### config.mk
export PLATFORM = sky130hd
export DESIGN_NAME = lcd_ram_serial_port
export DESIGN_NICKNAME = d
export VERILOG_FILES = /design/src/rtl/lcdsi_pkg.sv /design/src/rtl/lcdsi_sync.sv /design/src/rtl/lcdsi_ram.sv /design/src/rtl/lcdsi_cmd.sv /design/src/rtl/lcd_ram_serial_port.sv
export SDC_FILE = /design/constraint.sdc
export NUM_CORES = 2
export LEC_CHECK = 0
export BUFFER_PORTS_ARGS = -buffer_cell sky130_fd_sc_hd__buf_4
export CAP_MARGIN = 10
export CORE_AREA = 2 2 236 471
export DETAILED_ROUTE_END_ITERATION = 12
export DIE_AREA = 0 0 238 473
export SLEW_MARGIN = 30
export SYNTH_ARGS = -nofsm -noshare
export SYNTH_HDL_FRONTEND = slang
export SYNTH_SLANG_ARGS = --single-unit
### constraint.sdc
create_clock -name clk -period 3 [get_ports clk]
set_input_delay 0.75 -clock clk [delete_from_list [all_inputs] [get_ports clk]]
set_output_delay 0.75 -clock clk [all_outputs]
set_load 0.02 [all_outputs]
### src/rtl/lcdsi_pkg.sv
package lcdsi_pkg;

   localparam int CODE_BITS = 8;
   localparam int RATE_BITS = 3;

   localparam logic [2:0] ID_READ  = 3'b110;
   localparam logic [2:0] ID_WRITE = 3'b101;
   localparam logic [2:0] ID_CONF  = 3'b100;

   typedef enum logic [2:0] {
      ST_ID,
      ST_ADDR,
      ST_DATA,
      ST_CMD,
      ST_SINK
   } frame_st_e;

   typedef struct packed {
      logic                 sys_on;
      logic                 lcd_on;
      logic                 timer_on;
      logic                 wdt_on;
      logic                 irq_on;
      logic                 tone_on;
      logic                 tone_4k;
      logic [RATE_BITS-1:0] rate;
      logic                 test;
   } ctl_t;

   localparam ctl_t CTL_RESET = '{sys_on: 1'b0, lcd_on: 1'b0, timer_on: 1'b0,
                                  wdt_on: 1'b0, irq_on: 1'b0, tone_on: 1'b0,
                                  tone_4k: 1'b0, rate: '1, test: 1'b0};

endpackage

### src/rtl/lcdsi_sync.sv
module lcdsi_sync #(
   parameter int         N       = 4,
   parameter int         STAGES  = 2,
   parameter logic [N-1:0] RST_VAL = '1
) (
   input  logic         clk,
   input  logic         rst_n,
   input  logic [N-1:0] async_i,
   output logic [N-1:0] level_o
);

   if (STAGES < 2) begin : g_bad_stages
      $error("lcdsi_sync: STAGES must be at least 2");
   end
   if (N < 1) begin : g_bad_n
      $error("lcdsi_sync: N must be positive");
   end

   logic [STAGES-1:0][N-1:0] stg;

   always_ff @(posedge clk or negedge rst_n) begin
      if (!rst_n) begin
         for (int s = 0; s < STAGES; s++) stg[s] <= RST_VAL;
      end else begin
         stg[0] <= async_i;
         for (int s = 1; s < STAGES; s++) stg[s] <= stg[s-1];
      end
   end

   assign level_o = stg[STAGES-1];

endmodule

### src/rtl/lcdsi_ram.sv
module lcdsi_ram #(
   parameter int AW    = 8,
   parameter int DW    = 4,
   parameter bit CLEAR = 1'b1
) (
   input  logic          clk,
   input  logic          rst_n,
   input  logic          we,
   input  logic [AW-1:0] addr,
   input  logic [DW-1:0] wdata,
   output logic [DW-1:0] rdata
);

   localparam int DEPTH = 1 << AW;

   if (AW < 1 || AW > 10) begin : g_bad_aw
      $error("lcdsi_ram: AW out of range");
   end

   logic [DW-1:0] mem [DEPTH];

   if (CLEAR) begin : g_clear
      always_ff @(posedge clk or negedge rst_n) begin
         if (!rst_n) begin
            for (int i = 0; i < DEPTH; i++) mem[i] <= '0;
         end else if (we) begin
            mem[addr] <= wdata;
         end
      end
   end else begin : g_plain
      always_ff @(posedge clk) begin
         if (we) mem[addr] <= wdata;
      end
   end

   assign rdata = mem[addr];

endmodule

### src/rtl/lcdsi_cmd.sv
module lcdsi_cmd
   import lcdsi_pkg::*;
(
   input  logic                 clk,
   input  logic                 rst_n,
   input  logic                 valid,
   input  logic [CODE_BITS-1:0] code,
   output ctl_t                 ctl,
   output logic                 timer_clr,
   output logic                 wdt_clr
);

   ctl_t ctl_q, ctl_d;
   logic tclr_d, wclr_d;
   logic tclr_q, wclr_q;

   always_comb begin
      ctl_d  = ctl_q;
      tclr_d = 1'b0;
      wclr_d = 1'b0;
      if (valid) begin
         casez (code)
            8'b0000_0000: ctl_d.sys_on   = 1'b0;
            8'b0000_0001: ctl_d.sys_on   = 1'b1;
            8'b0000_0010: ctl_d.lcd_on   = 1'b0;
            8'b0000_0011: ctl_d.lcd_on   = 1'b1;
            8'b0000_0100: ctl_d.timer_on = 1'b0;
            8'b0000_0110: ctl_d.timer_on = 1'b1;
            8'b0000_0101: ctl_d.wdt_on   = 1'b0;
            8'b0000_0111: ctl_d.wdt_on   = 1'b1;
            8'b0000_1000: ctl_d.tone_on  = 1'b0;
            8'b0000_1101: tclr_d         = 1'b1;
            8'b0000_1111: wclr_d         = 1'b1;
            8'b010?_????: begin
               ctl_d.tone_on = 1'b1;
               ctl_d.tone_4k = 1'b1;
            end
            8'b0110_????: begin
               ctl_d.tone_on = 1'b1;
               ctl_d.tone_4k = 1'b0;
            end
            8'b100?_0???: ctl_d.irq_on   = 1'b0;
            8'b100?_1???: ctl_d.irq_on   = 1'b1;
            8'b101?_0???: ctl_d.rate     = code[RATE_BITS-1:0];
            8'b1110_0000: ctl_d.test     = 1'b1;
            8'b1110_0011: ctl_d.test     = 1'b0;
            default: ;
         endcase
      end
   end

   always_ff @(posedge clk or negedge rst_n) begin
      if (!rst_n) begin
         ctl_q  <= CTL_RESET;
         tclr_q <= 1'b0;
         wclr_q <= 1'b0;
      end else begin
         ctl_q  <= ctl_d;
         tclr_q <= tclr_d;
         wclr_q <= wclr_d;
      end
   end

   assign ctl       = ctl_q;
   assign timer_clr = tclr_q;
   assign wdt_clr   = wclr_q;

endmodule

### src/rtl/lcd_ram_serial_port.sv
module lcd_ram_serial_port
   import lcdsi_pkg::*;
#(
   parameter int ADDR_W          = 8,
   parameter int DATA_W          = 4,
   parameter int CMD_W           = 9,
   parameter int ID_W            = 3,
   parameter int SYNC_STAGES     = 2,
   parameter bit RAM_RESET_CLEAR = 1'b1
) (
   input  logic                 clk,
   input  logic                 rst_n,
   input  logic                 cs_n,
   input  logic                 wr_n,
   input  logic                 rd_n,
   input  logic                 sdata_i,
   output logic                 sdata_o,
   output logic                 sdata_oe,
   output logic                 sys_on,
   output logic                 lcd_on,
   output logic                 timer_on,
   output logic                 wdt_on,
   output logic                 irq_on,
   output logic                 tone_on,
   output logic                 tone_4k,
   output logic [RATE_BITS-1:0] rate_sel,
   output logic                 test_mode,
   output logic                 timer_clr,
   output logic                 wdt_clr
);

   localparam int DBIT_W  = $clog2(DATA_W);
   localparam int CNT_TOP = (ADDR_W > CMD_W) ? ADDR_W : CMD_W;
   localparam int CNT_W   = $clog2(CNT_TOP);
   localparam int CODE_W  = CMD_W - 1;

   localparam logic [CNT_W-1:0]  ID_LAST   = CNT_W'(ID_W - 1);
   localparam logic [CNT_W-1:0]  ADDR_LAST = CNT_W'(ADDR_W - 1);
   localparam logic [CNT_W-1:0]  CMD_LAST  = CNT_W'(CMD_W - 1);
   localparam logic [DBIT_W-1:0] NIB_LAST  = DBIT_W'(DATA_W - 1);

   if (DATA_W < 2 || (1 << DBIT_W) != DATA_W) begin : g_bad_dw
      $error("lcd_ram_serial_port: DATA_W must be a power of two >= 2");
   end
   if (CODE_W != CODE_BITS) begin : g_bad_cmd
      $error("lcd_ram_serial_port: CMD_W must equal decoded code width + 1");
   end
   if (ID_W != 3) begin : g_bad_id
      $error("lcd_ram_serial_port: ID_W must be 3");
   end
   if (ADDR_W < 2) begin : g_bad_aw
      $error("lcd_ram_serial_port: ADDR_W too small");
   end

   // ---------------- pin synchronisation and strobe edges ----------------
   logic [3:0] lvl;
   logic       cs_hi, wr_lvl, rd_lvl, din;
   logic       wr_prev, rd_prev;
   logic       wr_rise, rd_rise;

   lcdsi_sync #(
      .N       (4),
      .STAGES  (SYNC_STAGES),
      .RST_VAL (4'b1111)
   ) u_sync (
      .clk     (clk),
      .rst_n   (rst_n),
      .async_i ({sdata_i, rd_n, wr_n, cs_n}),
      .level_o (lvl)
   );

   assign cs_hi  = lvl[0];
   assign wr_lvl = lvl[1];
   assign rd_lvl = lvl[2];
   assign din    = lvl[3];

   always_ff @(posedge clk or negedge rst_n) begin
      if (!rst_n) begin
         wr_prev <= 1'b1;
         rd_prev <= 1'b1;
      end else begin
         wr_prev <= wr_lvl;
         rd_prev <= rd_lvl;
      end
   end

   assign wr_rise = wr_lvl & ~wr_prev;
   assign rd_rise = rd_lvl & ~rd_prev;

   // ---------------- frame sequencer ----------------
   frame_st_e          st;
   logic [CNT_W-1:0]   cnt;
   logic [ID_W-1:0]    id_sh;
   logic [ID_W-1:0]    id_full;
   logic [ADDR_W-1:0]  addr_q;
   logic [CODE_W-1:0]  cmd_sh;
   logic [DATA_W-1:0]  wbuf;
   logic [DBIT_W-1:0]  wbit;
   logic [DBIT_W-1:0]  rbit;
   logic               rd_mode;
   logic               dout_q;
   logic               oe_q;

   logic [DATA_W-1:0]  ram_rdata;
   logic [DATA_W-1:0]  ram_wdata;
   logic               ram_we;
   logic               cmd_valid;
   logic               wr_live;

   assign id_full = {id_sh[ID_W-2:0], din};
   assign wr_live = wr_rise & ~cs_hi;

   always_comb begin
      for (int i = 0; i < DATA_W; i++) begin
         ram_wdata[i] = (DBIT_W'(i) == wbit) ? din : wbuf[i];
      end
   end

   assign ram_we    = wr_live && (st == ST_DATA) && !rd_mode && (wbit == NIB_LAST);
   assign cmd_valid = wr_live && (st == ST_CMD) && (cnt == CMD_LAST);

   always_ff @(posedge clk or negedge rst_n) begin
      if (!rst_n) begin
         st      <= ST_ID;
         cnt     <= '0;
         id_sh   <= '0;
         addr_q  <= '0;
         cmd_sh  <= '0;
         wbuf    <= '0;
         wbit    <= '0;
         rbit    <= '0;
         rd_mode <= 1'b0;
         dout_q  <= 1'b1;
         oe_q    <= 1'b0;
      end else if (cs_hi) begin
         st   <= ST_ID;
         cnt  <= '0;
         wbit <= '0;
         rbit <= '0;
         oe_q <= 1'b0;
      end else if (wr_rise) begin
         oe_q <= 1'b0;
         unique case (st)
            ST_ID: begin
               id_sh <= id_full;
               if (cnt == ID_LAST) begin
                  cnt <= '0;
                  if (id_full == ID_READ) begin
                     st      <= ST_ADDR;
                     rd_mode <= 1'b1;
                  end else if (id_full == ID_WRITE) begin
                     st      <= ST_ADDR;
                     rd_mode <= 1'b0;
                  end else if (id_full == ID_CONF) begin
                     st <= ST_CMD;
                  end else begin
                     st <= ST_SINK;
                  end
               end else begin
                  cnt <= cnt + 1'b1;
               end
            end
            ST_ADDR: begin
               addr_q <= {addr_q[ADDR_W-2:0], din};
               if (cnt == ADDR_LAST) begin
                  cnt  <= '0;
                  st   <= ST_DATA;
                  wbit <= '0;
                  rbit <= '0;
               end else begin
                  cnt <= cnt + 1'b1;
               end
            end
            ST_DATA: begin
               if (!rd_mode) begin
                  wbuf[wbit] <= din;
                  if (wbit == NIB_LAST) begin
                     wbit   <= '0;
                     rbit   <= '0;
                     addr_q <= addr_q + 1'b1;
                  end else begin
                     wbit <= wbit + 1'b1;
                  end
               end
            end
            ST_CMD: begin
               cmd_sh <= {cmd_sh[CODE_W-2:0], din};
               if (cnt == CMD_LAST) cnt <= '0;
               else                 cnt <= cnt + 1'b1;
            end
            default: ;
         endcase
      end else if (rd_rise && st == ST_DATA) begin
         dout_q <= ram_rdata[rbit];
         oe_q   <= 1'b1;
         if (rbit == NIB_LAST) begin
            rbit <= '0;
            if (rd_mode) addr_q <= addr_q + 1'b1;
         end else begin
            rbit <= rbit + 1'b1;
         end
      end
   end

   // ---------------- display memory ----------------
   lcdsi_ram #(
      .AW    (ADDR_W),
      .DW    (DATA_W),
      .CLEAR (RAM_RESET_CLEAR)
   ) u_ram (
      .clk   (clk),
      .rst_n (rst_n),
      .we    (ram_we),
      .addr  (addr_q),
      .wdata (ram_wdata),
      .rdata (ram_rdata)
   );

   // ---------------- command decoder ----------------
   ctl_t ctl;

   lcdsi_cmd u_cmd (
      .clk       (clk),
      .rst_n     (rst_n),
      .valid     (cmd_valid),
      .code      (cmd_sh),
      .ctl       (ctl),
      .timer_clr (timer_clr),
      .wdt_clr   (wdt_clr)
   );

   assign sdata_o   = dout_q;
   assign sdata_oe  = oe_q;
   assign sys_on    = ctl.sys_on;
   assign lcd_on    = ctl.lcd_on;
   assign timer_on  = ctl.timer_on;
   assign wdt_on    = ctl.wdt_on;
   assign irq_on    = ctl.irq_on;
   assign tone_on   = ctl.tone_on;
   assign tone_4k   = ctl.tone_4k;
   assign rate_sel  = ctl.rate;
   assign test_mode = ctl.test;

endmodule

==> flow_summary_export.csv <==
group,metric,value,unit
synthesis,async_flop_share,100.0,%
floorplan,start_util,44.62,%
synthesis,synth_cell_types,68,
clock_tree,cts-htree-levels,3,
route,wl_met3,8.473,mm
global_route,antenna_found_initial,1,
place,portBuffers,20,
final_layout,nFillCells,9579,
power,cellPowerDensity,557.5,nW/um2
floorplan,rows,172,
synthesis,synth_flop_cell,"dfrtp_1",
setup_path,cp_slowest_stage_delay,0.54,ns
final_layout,nets,4598,
sta,fin_worst_skew,0.02460,ns
route,drt_first_iter_violations,3159,
sta,setup_violations,0,
floorplan,core_area,109300,um2
global_route,grt_max_degree,128,
place,dpl.hpwl,100.3,mm
setup_path,critPathBufInv,2,
status,status,"complete, no violations",
setup_path,crit_family,"compound AO/OA/AOI/OAI gates",
synthesis,synthTopCellsByArea,"dfrtp_1, mux4_2, a21oi_1",
clock_tree,clock_sinks,1083,
final_layout,final_util,51.61,%
power,leakagePower,24.82,nW
place,gp_congestion,0.8914,
route,drt-total-wl,148.8,mm
global_route,grt_overflow_total,0,
synthesis,yosysSeqAreaShare,55.59,%
sta,rsz0062_at_grt,"true",
synthesis,synthCells,4398,
floorplan,ios,21,
sta,worst_slew_pin_slew,0.8890,ns
route,top_layer,"met4",
sta,drv_slew,0,
floorplan,fp.dieH,473,um
setup_path,path_max_fanout,24,
route,drc,0,
synthesis,synth_edf_count,0,
sta,hold_viol,0,
synthesis,synth_most_common_cell,"dfrtp_1",
route,wl_met1,60.52,mm
synthesis,synth_seq_cells,1083,
run,maxCapViolCount,0,
route,final_antenna_net_count,0,
floorplan,dieArea,112600,um2
clock_tree,cts_buffers,101,
clock_tree,root_buffer,"clkbuf_16",
setup_path,cpMostUsedCell,"buf_12",
sta,slew_headroom,40.73,%
clock_tree,clk_pin_slew,0.07,ns
synthesis,synth_top_area_cell,"dfrtp_1",
global_route,grt_pass1_vias,35880,
setup_path,worstPathRequired,3.64,ns
synthesis,yosysTopAreaCellShare,54.84,%
route,vias_per_cell,5.876,
route,wl_met2,71.70,mm
sta,layout_min_cycle_time,3.000,ns
synthesis,yosysWarnings,0,
synthesis,synth_common_cells,"dfrtp_1, nor2_1, a21oi_1, mux4_2, nand2_1",
clock_tree,clk_path_buf_depth,3,
setup_path,endpoint_kind,"register",
synthesis,syn_area,48780,um2
route,drt_pass1_iterations,6,
final_layout,drive_gt1_share,23.24,%
clock_tree,cts_setup_buffers,0,
sta,max_freq,333.4,MHz
power,p_total,31.46,mW
setup_path,crit_arrival,3.64,ns
global_route,grt_pass1_wl,228.3,mm
setup_path,slowest_stage,"mux4_2",
setup_path,worstSetupPathType,"reg2reg",
route,via_count,35570,
clock_tree,clkLatencyLatePin,0.72,ns
floorplan,die_width,238,um
setup_path,path_cells,"buf_12, buf_12, mux4_2, a22oi_2, a21oi_1, nor4_2, o22ai_1, nor3_1, o31a_1, o21ai_1",
route,wl_per_cell,24.58,um
final_layout,multi_input_area,20560,um2
power,peakVddDrop,506.3,uV
final_layout,synthToLayoutAreaGrowth,15.66,%
synthesis,synth.net_count,4416,
sta,period_share,99.98,%
clock_tree,cts_tree,"done",
min_path,min_path_type,"in2reg",
setup_path,start_kind,"register",
synthesis,postSynthAreaPerCell,11.09,um2
sta,tns,0,ns
final_layout,register_area,27130,um2
global_route,grt_usage,26.86,%
==> stage by stage <==
stage               hold WS (ns)  std cells  area [um2]  setup WS (ns)
finish                    0.1322       6054       56420      0.0004621
floorplan                 0.3452       4398       48790        0.02432
detailed placement        0.3478       5866       52760        -0.1022
CTS                      0.08380       6051       56280       0.004991
global placement          0.3467       5866       52760        -0.1662
global route              0.1087       6054       56420       -0.05157
==> final timing paths <==
path	from	to	slack, ns	depth (start not counted)
max	addr_q[0]	sdata_o	0.0005	10
min	wr_n	u_sync.stg[1]	0.13	1
max reg2reg	addr_q[0]	sdata_o	0.0005	10
min reg2reg	u_sync.stg[2]	u_sync.level_o[2]	0.36	0
max in group asynchronous	rst_n	u_ram.mem[736]	1.47	3
min in group asynchronous	rst_n	u_ram.mem[303]	0.52	2
==> logic make-up after synthesis <==
family / after synthesis / share of synthesized area (%)
AO/OA/AOI/OAI: 1165 / 12.74
XOR/XNOR: 1 / 0.01796
adder cells (fa/ha/maj): 12 / 0.3078
buffers and inverters: 270 / 2.649
flip-flops: 1083 / 55.59
multiplexers: 397 / 14.89
AND/OR/NAND/NOR: 1470 / 13.80
==> where the power goes <==
| part | total [mW] | internal (mW) | switching (mW) |
|---|---|---|---|
| Combinational | 3.09 | 1.22 | 1.87 |
| Sequential | 14.7 | 14.7 | 0.0657 |
| Clock | 13.6 | 7.78 | 5.87 |
| Total | 31.5 | 23.7 | 7.80 |
==> per-layer routing <==
layer / vias to the layer above / GRT usage (%)
li1: 15920 / -
met2: 1228 / 43.10
met1: 18120 / 35.65
met4: 0 / 13.85
met3: 305 / 3.876
met5: - / 0
==> what timing repair did <==
action	CTS	global route
endpoints found under the setup margin	1	5
endpoints found under the hold margin	26	0
gates resized for setup	4	21
hold buffers	1	0
gates cloned	0	2
pin swaps	0	0
==> flip-flops by register name, summed over array words and instances (netlist names), 2 cells and up <==
register        flops
rbit                2
addr_q              8
u_sync.stg          4
cmd_sh              8
cnt                 4
id_sh               2
wbit                2
st                  3
u_cmd.ctl          11
u_ram.mem        1024
wbuf                4
u_sync.level_o      4
==> area by class of cell <==
type                    instances  share of cell area (%)
repair buffers                334                   6.107
multi-input cells            3045                   36.44
clock inverters                45                   1.142
inverters                      15                 0.09979
clock buffers                 139                   5.034
diodes                          1                0.004435
well taps                    1392                   3.087
flip-flops and latches       1083                   48.08
==> layout by cell type (no fill, tap or decap), types with 6 or more instances in the layout <==
| master | n |
|---|---|
| mux2_2 | 91 |
| a211oi_1 | 7 |
| bufinv_16 | 13 |
| nor3_1 | 15 |
| a22oi_1 | 52 |
| nor2_1 | 1008 |
| nand2_2 | 12 |
| mux4_2 | 254 |
| clkbuf_8 | 17 |
| nor2b_1 | 7 |
| mux2i_1 | 47 |
| nor2_2 | 76 |
| a21oi_1 | 939 |
| nand3_2 | 6 |
| a32oi_1 | 13 |
| dfrtp_1 | 1066 |
| nand4_1 | 7 |
| nand2b_1 | 6 |
| inv_1 | 12 |
| nand3_1 | 22 |
| buf_12 | 66 |
| clkinv_2 | 17 |
| clkbuf_16 | 103 |
| a31oi_1 | 6 |
| dfstp_2 | 14 |
| buf_4 | 259 |
| o21ai_1 | 65 |
| nand2_1 | 168 |
| and3_1 | 6 |
| o21ai_0 | 29 |
| clkbuf_1 | 21 |
| nor2_4 | 99 |
| ha_1 | 12 |
No activity file was read; power rests on OpenSTA's default activity.
